`src/rtl/sio_irq_pkg.sv`:
```
package sio_irq_pkg;

    localparam int STAT_W = 8;

    // status bit positions; the register layout is fixed
    localparam int B_A_TX  = 0;
    localparam int B_A_RX  = 1;
    localparam int B_A_BRK = 2;
    localparam int B_CTR   = 3;
    localparam int B_B_TX  = 4;
    localparam int B_B_RX  = 5;
    localparam int B_B_BRK = 6;
    localparam int B_PIN   = 7;

    typedef struct packed {
        logic tx_ready;
        logic rx_nempty;
        logic rx_full;
        logic rx_use_full;
        logic brk_pulse;
        logic brk_ack;
    } chan_src_t;

    function automatic logic rx_pick(input chan_src_t c);
        return c.rx_use_full ? c.rx_full : c.rx_nempty;
    endfunction

    function automatic logic sticky(input logic cur, input logic set, input logic clr);
        return set | (cur & ~clr);
    endfunction

endpackage

```
`src/rtl/pin_sync.sv`:
```
module pin_sync #(
    parameter int STAGES = 2
) (
    input  logic clk,
    input  logic rst,
    input  logic pin,
    output logic level,
    output logic changed
);
    logic [STAGES-1:0] chain;
    logic              prev;

    always_ff @(posedge clk) begin
        if (rst) begin
            chain <= '0;
            prev  <= 1'b0;
        end else begin
            chain <= {chain[STAGES-2:0], pin};
            prev  <= chain[STAGES-1];
        end
    end

    assign level   = chain[STAGES-1];
    assign changed = chain[STAGES-1] ^ prev;
endmodule

```
`src/rtl/chg_latch.sv`:
```
module chg_latch #(
    parameter int N = 4
) (
    input  logic         clk,
    input  logic         rst,
    input  logic [N-1:0] chg_in,
    input  logic         rd_clr,
    output logic [N-1:0] flags
);
    always_ff @(posedge clk) begin
        if (rst) flags <= '0;
        else     flags <= chg_in | (flags & {N{~rd_clr}});
    end
endmodule

```
`src/rtl/irq_core.sv`:
```
module irq_core
    import sio_irq_pkg::*;
(
    input  logic              clk,
    input  logic              rst,
    input  chan_src_t         ch_a,
    input  chan_src_t         ch_b,
    input  logic              ctr_pulse,
    input  logic              ctr_ack,
    input  logic              pin_any,
    input  logic              mask_we,
    input  logic [STAT_W-1:0] mask_wdata,
    output logic [STAT_W-1:0] status,
    output logic              irq
);
    logic [STAT_W-1:0] mask_q;
    logic [STAT_W-1:0] stat_d;

    always_comb begin
        stat_d          = status;
        stat_d[B_A_TX]  = ch_a.tx_ready;
        stat_d[B_A_RX]  = rx_pick(ch_a);
        stat_d[B_A_BRK] = sticky(status[B_A_BRK], ch_a.brk_pulse, ch_a.brk_ack);
        stat_d[B_CTR]   = sticky(status[B_CTR], ctr_pulse, ctr_ack);
        stat_d[B_B_TX]  = ch_b.tx_ready;
        stat_d[B_B_RX]  = rx_pick(ch_b);
        stat_d[B_B_BRK] = sticky(status[B_B_BRK], ch_b.brk_pulse, ch_b.brk_ack);
        stat_d[B_PIN]   = pin_any;
    end

    always_ff @(posedge clk) begin
        if (rst) begin
            status <= '0;
            mask_q <= '0;
        end else begin
            status <= stat_d;
            if (mask_we) mask_q <= mask_wdata;
        end
    end

    assign irq = |(status & mask_q);
endmodule

```
`src/rtl/sio_irq_hub.sv`:
```
module sio_irq_hub
    import sio_irq_pkg::*;
#(
    parameter int N_PINS      = 4,
    parameter int SYNC_STAGES = 2
) (
    input  logic              clk,
    input  logic              rst,
    input  logic              a_tx_ready,
    input  logic              a_rx_nempty,
    input  logic              a_rx_full,
    input  logic              a_rx_use_full,
    input  logic              a_brk_pulse,
    input  logic              a_brk_ack,
    input  logic              b_tx_ready,
    input  logic              b_rx_nempty,
    input  logic              b_rx_full,
    input  logic              b_rx_use_full,
    input  logic              b_brk_pulse,
    input  logic              b_brk_ack,
    input  logic              ctr_pulse,
    input  logic              ctr_ack,
    input  logic [N_PINS-1:0] gp_pins,
    input  logic [N_PINS-1:0] chg_enable,
    input  logic              chg_rd,
    input  logic              mask_we,
    input  logic [STAT_W-1:0] mask_wdata,
    output logic [STAT_W-1:0] status,
    output logic [2*N_PINS-1:0] chg_reg,
    output logic              irq
);
    localparam int CHG_W = 2 * N_PINS;

    logic [N_PINS-1:0] pin_lvl;
    logic [N_PINS-1:0] pin_chg;
    logic [N_PINS-1:0] pin_flags;
    chan_src_t         src_a, src_b;

    assign src_a = '{a_tx_ready, a_rx_nempty, a_rx_full, a_rx_use_full, a_brk_pulse, a_brk_ack};
    assign src_b = '{b_tx_ready, b_rx_nempty, b_rx_full, b_rx_use_full, b_brk_pulse, b_brk_ack};

    for (genvar i = 0; i < N_PINS; i++) begin : g_pin
        pin_sync #(.STAGES(SYNC_STAGES)) u_sync (
            .clk     (clk),
            .rst     (rst),
            .pin     (gp_pins[i]),
            .level   (pin_lvl[i]),
            .changed (pin_chg[i])
        );
    end

    chg_latch #(.N(N_PINS)) u_flags (
        .clk    (clk),
        .rst    (rst),
        .chg_in (pin_chg),
        .rd_clr (chg_rd),
        .flags  (pin_flags)
    );

    irq_core u_core (
        .clk        (clk),
        .rst        (rst),
        .ch_a       (src_a),
        .ch_b       (src_b),
        .ctr_pulse  (ctr_pulse),
        .ctr_ack    (ctr_ack),
        .pin_any    (|(pin_flags & chg_enable)),
        .mask_we    (mask_we),
        .mask_wdata (mask_wdata),
        .status     (status),
        .irq        (irq)
    );

    assign chg_reg[CHG_W-1:N_PINS] = pin_flags;
    assign chg_reg[N_PINS-1:0]     = pin_lvl;
endmodule

```
`config.mk`:
```
export PLATFORM = sky130hd
export DESIGN_NAME = sio_irq_hub
export DESIGN_NICKNAME = d
export VERILOG_FILES = /design/src/rtl/sio_irq_pkg.sv /design/src/rtl/pin_sync.sv /design/src/rtl/chg_latch.sv /design/src/rtl/irq_core.sv /design/src/rtl/sio_irq_hub.sv
export SDC_FILE = /design/constraint.sdc
export NUM_CORES = 1
export LEC_CHECK = 0
export ABC_CLOCK_PERIOD_IN_PS = 800
export CAP_MARGIN = 40
export CELL_PAD_IN_SITES_DETAIL_PLACEMENT = 0
export CELL_PAD_IN_SITES_GLOBAL_PLACEMENT = 1
export CORE_MARGIN = 3
export CORE_UTILIZATION = 39
export DETAILED_ROUTE_END_ITERATION = 16
export DONT_BUFFER_PORTS = 1
export PLACE_DENSITY = 0.75
export SYNTH_ARGS = -nofsm -noshare
export SYNTH_HDL_FRONTEND = slang
export SYNTH_HIERARCHICAL = 1
export SYNTH_SLANG_ARGS = --single-unit
```
`constraint.sdc`:
```
create_clock -name clk -period 0.8 [get_ports clk]
set_clock_uncertainty 0.15 [all_clocks]
set_input_delay 0 -clock clk [delete_from_list [all_inputs] [get_ports clk]]
set_output_delay 0 -clock clk [all_outputs]
set_load 0.1 [all_outputs]
```
==> implementation parameters, run 1 <==
Parameter                              Value

Placement
  Buffers on Ports ... 0
  Routability Congestion ... about 0.62
  Worst setup slack before clock tree synthesis ... -278.7 ps
  Detailed placement HPWL ... 1505 um

Floorplan
  Die height ... slightly below 60 um
  Initial standard-cell utilization of the core ... between 40% and 50%
  DIE AREA ... roughly 3500 um^2
  Width of the die ... 59.47 um
  Core area ... about 2600 um^2
  I/O pin count ... approximately 50
  Site row count ... 18

Synth
  Main combinational cell family by area after synthesis ... simple AND/OR/NAND/NOR gates
  Synthesized Nets ... roughly 140
  Synthesized area per cell ... around 11 um^2
  Synthesized area ... about 1100 um^2
  Warning count from the yosys run ... 6
  Number of instances in the synthesized netlist ... just over 100
  Share of the synthesized area in compound gates (AO/OA/AOI/OAI) ... a little over 7%
  Mux contribution to synthesized area ... 8.979%
  Xor and xnor fraction of the mapped netlist area ... under 10%
  Post-Synth Simple-Gate Area ... approximately a fifth
  Yosys reg bits ... 32
  Count of different cell masters after synthesis ... 12
  Sequential element share of the synthesized area ... between 50% and 60%
  Adder-cell area share of the yosys netlist ... 0%

Layout
  Fill count ... between 150 and 200
  Final cell utilization of the core ... between 70% and 80%
  Fin nets ... between 150 and 200
  Share of layout cells above drive strength 1 ... 55.70%
  Layout overhead on the synthesized area ... 71.49%
  Final antenna diode count ... 0

Clocking
  TritonCTS clock tree ... done
  Root buffer cell ... sky130_fd_sc_hd__clkbuf_4
  Bufs on Longest Clock Path ... 2
  CTS Hold Buffers Added ... 8
  Number of buffers created by CTS ... 5
  Clk sink count ... 32
  Clock latency on the worst-skew pair ... 320 ps
  Number of H-tree levels ... 2
  Clock-pin slew on the worst setup and hold paths ... roughly 100 ps

Critical path
  Crit path buf inv count ... 1
  Cells on worst reg2reg path ... 4
  Critical Path Fanout Max ... 2
  Cell-by-cell trace of the critical path ... a22oi_1, nand4_1, buf_12
  Launch point of the worst path ... u_core/status[0]$_SDFF_PP0_
  Data arrival time of the worst path ... 1230 ps
  CP Launch Type ... flip-flop
  CP top delay family ... flip-flops
  Crit Reg-Reg Endpoint ... u_core/status[7]$_SDFF_PP0_
  Required time of the critical path ... ~650 ps
  Worst Setup End Kind ... primary output
  Crit Path Class ... reg -> out
  Slowest cell on the critical path ... sky130_fd_sc_hd__dfxtp_4
  Worst reg2reg startpoint ... u_flags/flags[2]$_SDFF_PP0_
  Largest stage delay, worst path ... roughly 350 ps
  Setup slack of the most critical reg-to-reg path ... -240 ps

Global route
  Gr ovfl total ... 0
  Number of global-route vias before repair ... slightly below 900
  Number of antenna violations at the first check in global routing ... 0
  Largest net degree at the start of global routing ... 33
  Overall routing resource usage ... 14.88%
  Global-route wire length before repair ... 3760 um

Timing
  PnR worst setup slack ... -584.5 ps
  Hold_ws ... -422.7 ps
  RSZ-0062 raised after global routing ... yes
  Fin. max-slew vios ... 0
  Peak Freq ... around 0.72 GHz
  Pin slew with the least headroom to its limit ... 199.5 ps
  Number of hold violations in the final report ... 24
  Fraction of the cycle the final worst path needs ... 173.1%
  Finish-stage setup viols ... 27
  Slew margin rel. ... 86.44%
  Time the final worst path needs with I/O delays and setup ... about 1400 ps

Job
  Number of max-cap violations ... 0

Drt
  Via count ... ~850
  Post-route antenna net violation count ... 0
  Top metal layer carrying routed signals ... met4
  Post-DR vias/cell ... between 4 and 5
  Count of routing violations after the opening detailed-route iteration ... 17
  Length of routed wiring on met1 ... just under 900 um
  Total met2 wirelength after detailed routing ... ~1200 um
  Wirelength, routed ... 2408 um
  Number of iterations in the first detailed-routing pass ... 3
  Routed len/inst ... 13.45 um
  DRC violations left ... 0
  Met3 wirelength from detailed routing ... approximately 210 um

Pwr
  Reported leakage power ... 0.0008082 uW
  Maximum resistive drop on vdd ... 1.559 mV
  PD cells ... 1913 nW/um^2

Min path
  Cell depth of the worst hold path ... 1
  Min-Delay Path Class ... in -> reg
  Hold Path Origin ... rst
  Hold path endpoint ... g_pin[1].u_sync/chain[1]$_SDFF_PP0_

Run status
  Status ... finished with violations
  Violations in the final reports ... hold timing, setup timing
==> sequential cells by signal (all words and copies together), names as in the netlist <==
register,flops
g_pin.u_sync/chain,8
u_core/mask_q,8
u_core/status,8
g_pin.u_sync/prev,4
u_flags/flags,4
==> logic make-up after synthesis <==
group | after synthesis
AND/OR/NAND/NOR | 34
flip-flops | 32
AO/OA/AOI/OAI | 13
multiplexers | 10
buffers and inverters | 9
XOR/XNOR | 4
==> synthesized netlist by cell type <==
master	n	area (um^2)
sky130_fd_sc_hd__a21oi_1	7	35.03
sky130_fd_sc_hd__nand2b_1	7	43.79
sky130_fd_sc_hd__nand4_1	1	6.260
sky130_fd_sc_hd__a22oi_1	6	45.04
sky130_fd_sc_hd__nor2_2	10	62.56
sky130_fd_sc_hd__nor2b_1	15	93.84
sky130_fd_sc_hd__mux2i_1	10	100.1
sky130_fd_sc_hd__buf_6	2	22.52
sky130_fd_sc_hd__dfxtp_1	32	640.6
sky130_fd_sc_hd__inv_1	7	26.28
sky130_fd_sc_hd__nand2_1	1	3.750
sky130_fd_sc_hd__xor2_1	4	35.03
==> worst max path at each step <==
stage / to / slack [ps] / depth (start not counted)
detailed placement: irq / -280 / 3
global placement: irq / -270 / 3
finish: irq / -580 / 3
floorplan: irq / -900 / 2
global route: irq / -680 / 3
CTS: irq / -600 / 3
==> per-layer routing <==
metal	GRT usage, %	vias to the layer above
met5	0	-
met4	9.709	0
met3	5.447	9
met2	23.87	38
met1	16.35	375
li1	-	423
==> stage by stage <==
stage / instance area (um^2) / TNS [ps] / total power, uW / instances
CTS: 1842 / -6077 / 3668 / 177
finish: 1912 / -5650 / 3657 / 179
detailed placement: 1383 / -1063 / 2399 / 154
global placement: 1383 / -991.0 / 2391 / 154
floorplan: 1175 / -2900 / 2269 / 102
global route: 1912 / -6860 / 3798 / 179
==> layout by cell type (no fill, tap or decap), types with 4 or more instances in the layout <==
cell / synthesis / routed
sky130_fd_sc_hd__dfxtp_1: 32 / 11
sky130_fd_sc_hd__dlygate4sd3_1: 0 / 8
sky130_fd_sc_hd__nor2_2: 10 / 10
sky130_fd_sc_hd__dfxtp_2: 0 / 5
sky130_fd_sc_hd__mux2i_1: 10 / 8
sky130_fd_sc_hd__buf_6: 2 / 12
sky130_fd_sc_hd__inv_1: 7 / 7
sky130_fd_sc_hd__nor2b_1: 15 / 15
sky130_fd_sc_hd__a21oi_1: 7 / 4
sky130_fd_sc_hd__buf_4: 0 / 4
sky130_fd_sc_hd__dfxtp_4: 0 / 16
sky130_fd_sc_hd__buf_12: 0 / 17
sky130_fd_sc_hd__clkbuf_4: 0 / 5
sky130_fd_sc_hd__nand2b_1: 7 / 6
sky130_fd_sc_hd__a22oi_2: 0 / 5
==> what timing repair did <==
item	in CTS	in global routing
resized for setup	62	18
setup buffers	7	5
endpoints found under the hold margin	32	24
pin swaps	5	1
setup endpoints to repair	25	33
==> cell type report <==
class | instances | area (um^2) | area share [%]
Multi-Input combinational cell | 61 | 484.2 | 25.33
Sequential cell | 32 | 706.9 | 36.98
Timing Repair Buffer | 41 | 585.6 | 30.63
Tap cell | 30 | 37.54 | 1.963
Clock buffer | 7 | 66.31 | 3.469
Clock inverter | 1 | 5.005 | 0.2618
Inverter | 7 | 26.28 | 1.374
==> power breakdown <==
| group | internal (uW) | switching, uW |
|---|---|---|
| Clock | 530 | 502 |
| Combinational | 395 | 506 |
| Sequential | 1660 | 64.7 |
| Total | 2580 | 1070 |
Note: power is estimated with default switching activity, not from simulation.
==> run 2: changes to the inputs <==
--- a/config.mk
+++ b/config.mk
@@ -14,6 +14,7 @@
 export DETAILED_ROUTE_END_ITERATION = 16
 export DONT_BUFFER_PORTS = 1
 export PLACE_DENSITY = 0.75
+export SETUP_SLACK_MARGIN = 0.4
 export SYNTH_ARGS = -nofsm -noshare
 export SYNTH_HDL_FRONTEND = slang
 export SYNTH_HIERARCHICAL = 1
==> implementation parameters, run 2 (synthesis results as in run 1) <==
Parameter                              Value

Run status
  Status ... finished with violations
  Violations in the final reports ... hold timing, setup timing

Drt
  Length of routed wiring on met1 ... 876 um (-1.5%)
  Count of routing violations after the opening detailed-route iteration ... 17 (unchanged)
  Post-DR vias/cell ... 4.760 (+0.84%)
  DRC violations left ... 0 (unchanged)
  Met3 wirelength from detailed routing ... 195 um (-6.7%)
  Routed len/inst ... 13.63 um (+1.3%)
  Total met2 wirelength after detailed routing ... 1229 um (-1.4%)
  Wirelength, routed ... 2330 um (-3.2%)
  Via count ... 814 (-3.7%)
  Top metal layer carrying routed signals ... met4
  Number of iterations in the first detailed-routing pass ... 2 (-1)
  Post-route antenna net violation count ... 0 (unchanged)

Clocking
  Clock latency on the worst-skew pair ... 300 ps (-20 ps)
  Clk sink count ... 32 (unchanged)
  Root buffer cell ... sky130_fd_sc_hd__clkbuf_4
  Clock-pin slew on the worst setup and hold paths ... 90 ps (about the same)
  Number of buffers created by CTS ... 5 (unchanged)
  Number of H-tree levels ... 2 (unchanged)
  TritonCTS clock tree ... done
  Bufs on Longest Clock Path ... 2 (unchanged)

Global route
  Number of antenna violations at the first check in global routing ... 0 (unchanged)
  Gr ovfl total ... 0 (unchanged)
  Overall routing resource usage ... 13.72% (-1.2 points)
  Global-route wire length before repair ... 3574 um (-4.9%)
  Largest net degree at the start of global routing ... 33 (unchanged)
  Number of global-route vias before repair ... 836 (-6.6%)

Layout
  Fin nets ... 174 (-4.4%)
  Fill count ... 183 (-0.54%)
  Layout overhead on the synthesized area ... 65.54%
  Leading cell type in the layout, fill and taps excluded ... sky130_fd_sc_hd__buf_12
  Share of layout cells above drive strength 1 ... 60.28% (+4.6 points)
  Largest registers ... g_pin.u_sync/chain: 8 flops, u_core/mask_q: 8 flops, u_core/status: 8 flops
  Final antenna diode count ... 0 (unchanged)
  Most frequent cells in the layout ... sky130_fd_sc_hd__buf_12 (17), sky130_fd_sc_hd__dfxtp_4 (16), sky130_fd_sc_hd__buf_6 (15)
  Final cell utilization of the core ... 71.26% (-2.6 points)

Pwr
  Reported leakage power ... 0.0007724 uW (-4.4%)
  PD cells ... 1902 nW/um^2 (-0.58%)
  PnR Total Power ... 3510 uW (-4.0%)
  Maximum resistive drop on vdd ... 1.430 mV (-8.3%)

Floorplan
  Width of the die ... 59.47 um (unchanged)
  DIE AREA ... 3536 um^2 (unchanged)
  Initial standard-cell utilization of the core ... 43.04% (unchanged)
  I/O pin count ... 51 (unchanged)
  Core area ... 2590 um^2 (unchanged)
  Die height ... 59.47 um (unchanged)
  Site row count ... 18 (unchanged)

Min path
  Min-Delay Path Class ... in -> reg

Placement
  Detailed placement HPWL ... 1508 um (+0.15%)
  Buffers on Ports ... 0 (unchanged)
  Routability Congestion ... 0.6276 (+0.67%)

Timing
  Hold_ws ... -410.5 ps (+12.22 ps)
  Time the final worst path needs with I/O delays and setup ... 1359 ps (-25.41 ps)
  RSZ-0062 raised after global routing ... yes
  Fin. max-slew vios ... 0 (unchanged)
  Peak Freq ... 0.7358 GHz (+1.9%)
  Fraction of the cycle the final worst path needs ... 169.9% (-3.2 points)
  Slew margin rel. ... 86.03% (-0.40 points)
  PnR worst setup slack ... -559.1 ps (+25.41 ps)
  Pin slew with the least headroom to its limit ... 203.7 ps (+4.175 ps)
  Number of hold violations in the final report ... 32 (+33%)
  Finish-stage setup viols ... 28 (+3.7%)

Critical path
  Critical Path Fanout Max ... 2 (unchanged)
  Data arrival time of the worst path ... 1210 ps (-20 ps)
  Crit Path Class ... reg -> out
  Setup slack of the most critical reg-to-reg path ... -250 ps (about the same)
  Required time of the critical path ... 650 ps (about the same)
  CP Launch Type ... flip-flop
  Worst Setup End Kind ... primary output

Job
  Number of max-cap violations ... 0 (unchanged)
-- run 2: cell count changes in the layout (fill, tap and decap cells not counted), sizes merged --
cell	change
clkbuf	+1
clkinv	-1
dlygate4sd3	-8
-- run 2: worst paths after layout --
check / startpoint / cells after the start / end
worst max-delay path: u_core/mask_q[2]$_SDFFE_PP0P_ / 3 / irq
worst min register to register: g_pin[3].u_sync/chain[0]$_SDFF_PP0_ / 1 / g_pin[3].u_sync/chain[1]$_SDFF_PP0_
worst min-delay path: rst / 1 / u_core/mask_q[5]$_SDFFE_PP0P_
worst max register to register: u_core/status[6]$_SDFF_PP0_ / 5 / u_core/status[6]$_SDFF_PP0_
-- run 2: layout make-up --
cell class	count	area, um^2	area share, %
multi-input cells	61	495.5	26.85
inverters	7	26.28	1.424
flip-flops and latches	32	710.7	38.51
clock buffers	8	58.81	3.186
well taps	30	37.54	2.034
repair buffers	33	516.7	28.00
-- run 2: stage by stage --
stage	cell area (um^2)	setup slack [ps]	TNS [ps]	instances
2_1_floorplan	1175	-904.0	-2900	102
3_3_place_gp	1383	-268.3	-973.3	154
3_5_place_dp	1383	-275.2	-1084	154
4_1_cts	1732	-580.3	-5566	166
5_1_grt	1846	-609.8	-6921	171
6_report	1846	-559.1	-5713	171
-- run 2: where the power goes --
part / switching, uW / internal (uW)
logic: 501 / 381
registers: 67.2 / 1660
clock network: 466 / 433
-- run 2: repair_timing --
item                                    CTS  global route
gates cloned                              0             0
hold endpoints to repair                 32            32
buffers inserted                          4             5
resized for setup                        67            18
pin swaps                                 6             6
endpoints found under the setup margin   41            41
-- run 2: routing by layer --
| layer | vias up | GRT usage (%) |
|---|---|---|
| li1 | 410 | - |
| met1 | 367 | 15.61 |
| met2 | 32 | 23.09 |
| met3 | 5 | 5.447 |
| met4 | 0 | 4.854 |
| met5 | - | 0 |
-- run 2: critical path, cell delays in order, from the launching register on --
cell and delay [ps]:
sky130_fd_sc_hd__dfxtp_2 330, sky130_fd_sc_hd__a22oi_2 190, sky130_fd_sc_hd__nand4_1 170, sky130_fd_sc_hd__buf_12 210
